`config.mk`:
```
export PLATFORM = sky130hd
export DESIGN_NAME = pt_walker
export DESIGN_NICKNAME = d
export VERILOG_FILES = /design/src/rtl/ptw_pkg.sv /design/src/rtl/ptw_entry_addr.sv /design/src/rtl/ptw_perm_check.sv /design/src/rtl/pt_walker.sv
export SDC_FILE = /design/constraint.sdc
export NUM_CORES = 1
export LEC_CHECK = 0
export ABC_CLOCK_PERIOD_IN_PS = 4900
export BUFFER_PORTS_ARGS = -buffer_cell sky130_fd_sc_hd__clkbuf_2
export CORE_UTILIZATION = 35
export DETAILED_ROUTE_END_ITERATION = 16
export GPL_TIMING_DRIVEN = 0
export HOLD_SLACK_MARGIN = 0.02
export PLACE_DENSITY = 0.67
export SYNTH_ARGS = -nofsm -noshare
export SYNTH_HDL_FRONTEND = slang
export SYNTH_SLANG_ARGS = --single-unit
```
`constraint.sdc`:
```
create_clock -name clk -period 4.9 [get_ports clk]
set_input_delay 0.735 -clock clk [delete_from_list [all_inputs] [get_ports clk]]
set_output_delay 0.735 -clock clk [all_outputs]
set_load 0.02 [all_outputs]
```
`src/rtl/ptw_pkg.sv`:
```
// Package: shared types and entry-field positions for the page table walker.
// Assumes 4-byte entries with valid and rights bits in the low nibble.
package ptw_pkg;
    typedef enum logic [2:0] {
        ST_IDLE,
        ST_L1_REQ,
        ST_L1_WAIT,
        ST_L2_REQ,
        ST_L2_WAIT,
        ST_DONE,
        ST_FAULT
    } walk_state_t;

    typedef enum logic [1:0] {
        ACC_LOAD  = 2'd0,
        ACC_STORE = 2'd1,
        ACC_FETCH = 2'd2,
        ACC_RSVD  = 2'd3
    } acc_kind_t;

    localparam int PTE_VALID_BIT = 0;
    localparam int PTE_RD_BIT    = 1;
    localparam int PTE_WR_BIT    = 2;
    localparam int PTE_EX_BIT    = 3;
    localparam int N_RIGHTS      = 3;
endpackage

```
`src/rtl/ptw_entry_addr.sv`:
```
// Module: forms the physical address of a table entry as base + index * entry size.
// Assumes the entry size is a power of two given as a log2 shift.
module ptw_entry_addr #(
    parameter int PA_W       = 32,
    parameter int IDX_W      = 10,
    parameter int ENTRY_LOG2 = 2
) (
    input  logic [PA_W-1:0]  base,
    input  logic [IDX_W-1:0] index,
    output logic [PA_W-1:0]  entry_addr
);
    localparam int PAD_W = PA_W - IDX_W - ENTRY_LOG2;

    logic [PA_W-1:0] byte_off;

    // Scale the index to a byte offset and add it to the base.
    always_comb begin
        byte_off   = {{PAD_W{1'b0}}, index, {ENTRY_LOG2{1'b0}}};
        entry_addr = base + byte_off;
    end
endmodule

```
`src/rtl/ptw_perm_check.sv`:
```
// Module: decides whether a leaf entry's rights bits allow the requested access.
// Assumes rights are given as {fetch, store, load}; the reserved access kind is always refused.
module ptw_perm_check
    import ptw_pkg::*;
#(
    parameter int NR = N_RIGHTS
) (
    input  logic [NR-1:0] rights,
    input  logic [1:0]    acc,
    output logic          deny
);
    logic [NR-1:0] need;

    // One-hot "right needed" vector, one lane per access kind.
    for (genvar k = 0; k < NR; k++) begin : g_need
        assign need[k] = (acc == 2'(k));
    end

    // Refuse when the needed right is missing or the kind is reserved.
    always_comb begin
        deny = ((need & rights) == '0);
    end
endmodule

```
`src/rtl/pt_walker.sv`:
```
// Module: two-level page table walker. Accepts one walk at a time, reads the
// top-level entry and then the leaf entry over a valid/ready read port, and
// reports the leaf entry or a page fault as a one-cycle result.
// Assumes tables sit in untranslated physical memory and responses arrive in order.
module pt_walker
    import ptw_pkg::*;
#(
    parameter int PA_W  = 32,
    parameter int IDX_W = 10,
    parameter int OFF_W = 12,
    parameter int PTE_W = 32
) (
    input  logic                       clk,
    input  logic                       rst_n,
    input  logic                       walk_valid,
    output logic                       walk_ready,
    input  logic [2*IDX_W+OFF_W-1:0]   walk_va,
    input  logic [1:0]                 walk_acc,
    input  logic [PA_W-1:0]            walk_root,
    output logic                       rd_valid,
    input  logic                       rd_ready,
    output logic [PA_W-1:0]            rd_addr,
    input  logic                       rsp_valid,
    input  logic [PTE_W-1:0]           rsp_data,
    output logic                       res_valid,
    output logic                       res_fault,
    output logic                       res_level,
    output logic [PTE_W-1:0]           res_pte,
    output logic                       res_deny
);
    localparam int VA_W  = 2*IDX_W + OFF_W;
    localparam int PPN_W = PTE_W - OFF_W;

    walk_state_t            state_q, state_d;
    logic [2*IDX_W-1:0]     vpn_q;
    logic [1:0]             acc_q;
    logic [PA_W-1:0]        root_q;
    logic [PA_W-1:0]        leaf_base_q;
    logic [PTE_W-1:0]       pte_q;
    logic                   lvl_q;

    logic [PA_W-1:0]        sel_base;
    logic [IDX_W-1:0]       sel_idx;
    logic                   perm_deny;
    logic                   accept;
    logic                   rsp_ok;

    // Request handshake and validity of the returning entry.
    always_comb begin
        accept = walk_valid && (state_q == ST_IDLE);
        rsp_ok = rsp_data[PTE_VALID_BIT];
    end

    // Next-state logic of the walk sequencer.
    always_comb begin
        state_d = state_q;
        case (state_q)
            ST_IDLE:    if (walk_valid) state_d = ST_L1_REQ;
            ST_L1_REQ:  if (rd_ready)   state_d = ST_L1_WAIT;
            ST_L1_WAIT: if (rsp_valid)  state_d = rsp_ok ? ST_L2_REQ : ST_FAULT;
            ST_L2_REQ:  if (rd_ready)   state_d = ST_L2_WAIT;
            ST_L2_WAIT: if (rsp_valid)  state_d = rsp_ok ? ST_DONE : ST_FAULT;
            default:                    state_d = ST_IDLE;
        endcase
    end

    // State register.
    always_ff @(posedge clk) begin
        if (!rst_n) state_q <= ST_IDLE;
        else        state_q <= state_d;
    end

    // Capture of the request fields at acceptance.
    always_ff @(posedge clk) begin
        if (!rst_n) begin
            vpn_q  <= '0;
            acc_q  <= '0;
            root_q <= '0;
        end else if (accept) begin
            vpn_q  <= walk_va[VA_W-1:OFF_W];
            acc_q  <= walk_acc;
            root_q <= walk_root;
        end
    end

    // Capture of returned entries and the leaf table base.
    always_ff @(posedge clk) begin
        if (!rst_n) begin
            leaf_base_q <= '0;
            pte_q       <= '0;
            lvl_q       <= 1'b0;
        end else if (rsp_valid && (state_q == ST_L1_WAIT)) begin
            leaf_base_q <= PA_W'({rsp_data[PTE_W-1:OFF_W], {OFF_W{1'b0}}});
            pte_q       <= rsp_data;
            lvl_q       <= 1'b0;
        end else if (rsp_valid && (state_q == ST_L2_WAIT)) begin
            pte_q       <= rsp_data;
            lvl_q       <= 1'b1;
        end
    end

    // Pick the base and index for the level being read.
    always_comb begin
        if (state_q == ST_L2_REQ) begin
            sel_base = leaf_base_q;
            sel_idx  = vpn_q[IDX_W-1:0];
        end else begin
            sel_base = root_q;
            sel_idx  = vpn_q[2*IDX_W-1:IDX_W];
        end
    end

    ptw_entry_addr #(
        .PA_W       (PA_W),
        .IDX_W      (IDX_W),
        .ENTRY_LOG2 (2)
    ) u_addr (
        .base       (sel_base),
        .index      (sel_idx),
        .entry_addr (rd_addr)
    );

    ptw_perm_check #(
        .NR     (N_RIGHTS)
    ) u_perm (
        .rights (pte_q[PTE_EX_BIT:PTE_RD_BIT]),
        .acc    (acc_q),
        .deny   (perm_deny)
    );

    // Port outputs decoded from the state.
    always_comb begin
        walk_ready = (state_q == ST_IDLE);
        rd_valid   = (state_q == ST_L1_REQ) || (state_q == ST_L2_REQ);
        res_valid  = (state_q == ST_DONE) || (state_q == ST_FAULT);
        res_fault  = (state_q == ST_FAULT);
        res_level  = lvl_q;
        res_pte    = pte_q;
        res_deny   = (state_q == ST_DONE) && perm_deny;
    end

    logic unused_ppn_w;
    assign unused_ppn_w = (PPN_W > 0);
endmodule

```
==> flow_summary.json <==
{
  "dieArea_sq_um": 16920,
  "multi_input_comb_area_sq_um": 3343,
  "postRouteAntennaNets": 0,
  "cts-root-buf": "clkbuf_16",
  "ctsHoldBuffers": 0,
  "synth_flop_cell": "dfxtp_1",
  "utilization_pct": 44.98,
  "worstSetupPathType": "reg2out",
  "final-setup-viol-count": 0,
  "ys_types": 49,
  "p_leak_uw": 0.002937,
  "min_period_ns": 4.637,
  "synthAdderAreaFrac_pct": 2.703,
  "crit_arrival_ns": 3.90,
  "hold_viol": 0,
  "grt_use_met3_pct": 3.895,
  "finalInstanceArea_sq_um": 7171,
  "worst_pin_slew_ns": 0.6729,
  "grt_antenna_before_repair": 1,
  "max_freq_mhz": 215.7,
  "seq_area_sq_um": 2203,
  "final_nets": 1019,
  "num_vias": 5386,
  "ir_worst_vdd_mv": 0.2681,
  "finalCritPeriodShare_pct": 94.63,
  "cts_buffers": 9,
  "power_frac_comb_pct": 36.0,
  "num_rows": 46,
  "vias_per_cell": 4.779,
  "die_x_um": 130.1,
  "synth-simple-area-share_pct": 26.35,
  "syn_nets": 850,
  "grt_pass1_vias": 4999,
  "critical_path.max_fanout": 19,
  "yosysWarningCount": 0,
  "ys_async_sr_fraction_pct": 0,
  "hold_path_class": "reg2reg",
  "grt_use_met2_pct": 32.20,
  "port_buffers": 159,
  "synth_edf_count": 0,
  "fill_cells": 1654,
  "synth_compound_area_share_pct": 19.66,
  "worstSkewPairLatency_ns": 0.35,
  "muxShareOfSynthArea_pct": 4.032,
  "rsz0062_at_grt": "false",
  "dr.pass1.iters": 4,
  "fin_skew_ns": 0.005566,
  "cts_tree": "done",
  "synth_xor_area_share_pct": 4.730,
  "clkPwrFrac_pct": 24.9,
  "power.switching_uw": 1183,
  "grt_pass1_wl_mm": 25.46,
  "intPower_uw": 1829,
  "globalRouteTotalUtil_pct": 19.66,
  "ios": 173,
  "detail_route.iter0.violations": 223,
  "yosys_register_bits": 110,
  "hold_slack_ns": 0.4613,
  "dp_hpwl_mm": 12.76,
  "slew_headroom_pct": 54.67,
  "grtUsageMet1_pct": 25.42,
  "critPathCaptureType": "output pin",
  "worst_slack_ns": 0.2629,
  "cap_violations": 0,
  "placed_area_sq_um": 6807,
  "gp_congestion": 0.8607,
  "ys_seq_area_share_pct": 38.36,
  "drc": 0,
  "switching_share_pct": 39.28,
  "cp.required_ns": 4.16,
  "h-tree-depth": 3,
  "start_kind": "flip-flop",
  "busiest_layer": "met2",
  "drive_gt1_share_pct": 21.87,
  "grt.overflow.total": 0,
  "p_seq_share_pct": 39.1,
  "cts.sinks": 110,
  "p_per_area_nw_per_um2": 420.1,
  "wl_per_cell_um": 14.53,
  "coreArea_sq_um": 15940,
  "areaGrowthSynthToFinish_pct": 24.91,
  "synth.avg_cell_area_sq_um": 7.800,
  "syn_area_sq_um": 5741,
  "dp_slack_ns": -0.3618,
  "path_clk_slew_ns": 0.08,
  "synth_top_family_by_area": "simple AND/OR/NAND/NOR gates",
  "start_util_pct": 36.01,
  "grt_max_degree": 20,
  "status": "finished, final reports clean",
  "slew_viol_final": 0,
  "syn_inst": 736,
  "fp.dieH_um": 130.1,
  "clockBufferDepth": 2,
  "wirelength_mm": 16.38
}
worst max-delay path, cell delays in order, from the launching register on:
cell and delay [ns]:
dfxtp_1 0.33, buf_6 0.13, nand3b_4 0.17, buf_6 0.24, clkbuf_1 0.30, and2_1 0.18, ha_1 0.18, inv_1 0.06
fa_1 0.40, nor2b_1 0.16, o31a_1 0.25, a311oi_4 0.19, a21oi_4 0.28, nor3b_1 0.26, xnor2_1 0.18, clkbuf_2 0.21
registers in the layout, summed over array words and instances, names as in the netlist:
signal       cells
vpn_q           20
acc_q            2
state_q          3
root_q          32
res_level        1
leaf_base_q     20
res_pte         32
through the flow:
stage,TNS [ns],cells,total power (uW)
2_1_floorplan,0,736,1907
3_3_place_gp,-2.580,1111,2269
3_5_place_dp,-2.477,1111,2282
4_1_cts,0,1125,3043
5_1_grt,0,1126,3207
6_report,0,1127,3013
Yosys cell counts (2+ instances only):
cell / instances / area [sq um]
a2111oi_0: 2 / 17.52
a211oi_1: 4 / 30.03
a21boi_0: 108 / 810.8
a21oi_1: 12 / 60.06
a22oi_1: 2 / 15.01
and2_1: 15 / 93.84
and3_1: 5 / 31.28
buf_2: 5 / 25.02
buf_6: 3 / 33.78
clkbuf_1: 38 / 142.6
dfxtp_1: 110 / 2202
ha_1: 10 / 125.1
inv_1: 10 / 37.54
mux2i_1: 22 / 220.2
nand2_1: 263 / 987.2
nand3_1: 16 / 80.08
nand4_1: 7 / 43.79
nor2_1: 11 / 41.29
nor2b_1: 8 / 50.05
nor3_1: 6 / 30.03
nor3b_1: 4 / 30.03
nor4_1: 4 / 25.02
o21a_1: 4 / 30.03
o21ai_0: 10 / 50.05
o21bai_1: 2 / 15.01
o31a_1: 2 / 17.52
or3_1: 2 / 12.51
xnor2_1: 18 / 157.7
xor2_1: 13 / 113.9
repair_timing:
item                                    in CTS  in global routing
endpoints found under the setup margin      21                 10
pin swaps                                    1                  1
gates cloned                                 0                  0
setup buffers                                0                  2
gates resized for setup                     10                  5
path summary, 6_finish.rpt:
kind                    start          end  slack (ns)  cells past startpoint
setup / recovery   state_q[2]  rd_addr[26]        0.26                     15
hold / removal    res_pte[10]  res_pte[10]        0.46                      2
setup reg to reg   state_q[0]   root_q[12]        2.84                      7
hold reg to reg   res_pte[10]  res_pte[10]        0.46                      2
placed cells by master, fill, tap and decap left out, types with 11 or more instances in the layout:
cell type  Yosys  layout
nand2_1      263     263
clkbuf_2       0     160
dfxtp_1      110     109
a21boi_0     108     108
clkbuf_1      38      36
mux2i_1       22      22
xnor2_1       18      18
nand3_1       16      16
and2_1        15      15
xor2_1        13      13
nor2_1        11      11
kinds of logic (layout without fill, tap and decap cells):
kind of cell,Yosys count,count (layout)
and+or+nand+nor,350,350
AOI/OAI and AO/OA,154,154
DFF,110,110
buffers and inverters,56,230
xor gates and xnor gates,31,31
muxes,23,23
adders and majority gates,12,12
other,0,1
layer usage:
layer | share of wire [%] | wire [um]
met1 | 47 | 7677
met2 | 47 | 7630
met3 | 5.0 | 813
met4 | 1.6 | 256
met5 | 0 | 0
final cells by class:
type / instances / area share (%)
Multi-Input combinational cell: 570 / 46.62
Sequential cell: 110 / 30.73
Timing Repair Buffer: 161 / 11.31
Tap cell: 216 / 3.769
Clock buffer: 12 / 3.717
Buffer: 43 / 2.774
Clock inverter: 4 / 0.5235
Inverter: 10 / 0.5235
Antenna cell: 1 / 0.03490
power by group through the flow:
| stage | Clock [uW] | Combinational (uW) | Sequential (uW) |
|---|---|---|---|
| 3_5_place_dp | 0 | 1090 | 1190 |
| 6_report | 750 | 1080 | 1180 |
| 5_1_grt | 804 | 1200 | 1200 |
| 4_1_cts | 774 | 1090 | 1180 |
| 2_1_floorplan | 0 | 700 | 1210 |
| 3_3_place_gp | 0 | 1080 | 1190 |
No activity file was read; power rests on OpenSTA's default activity.
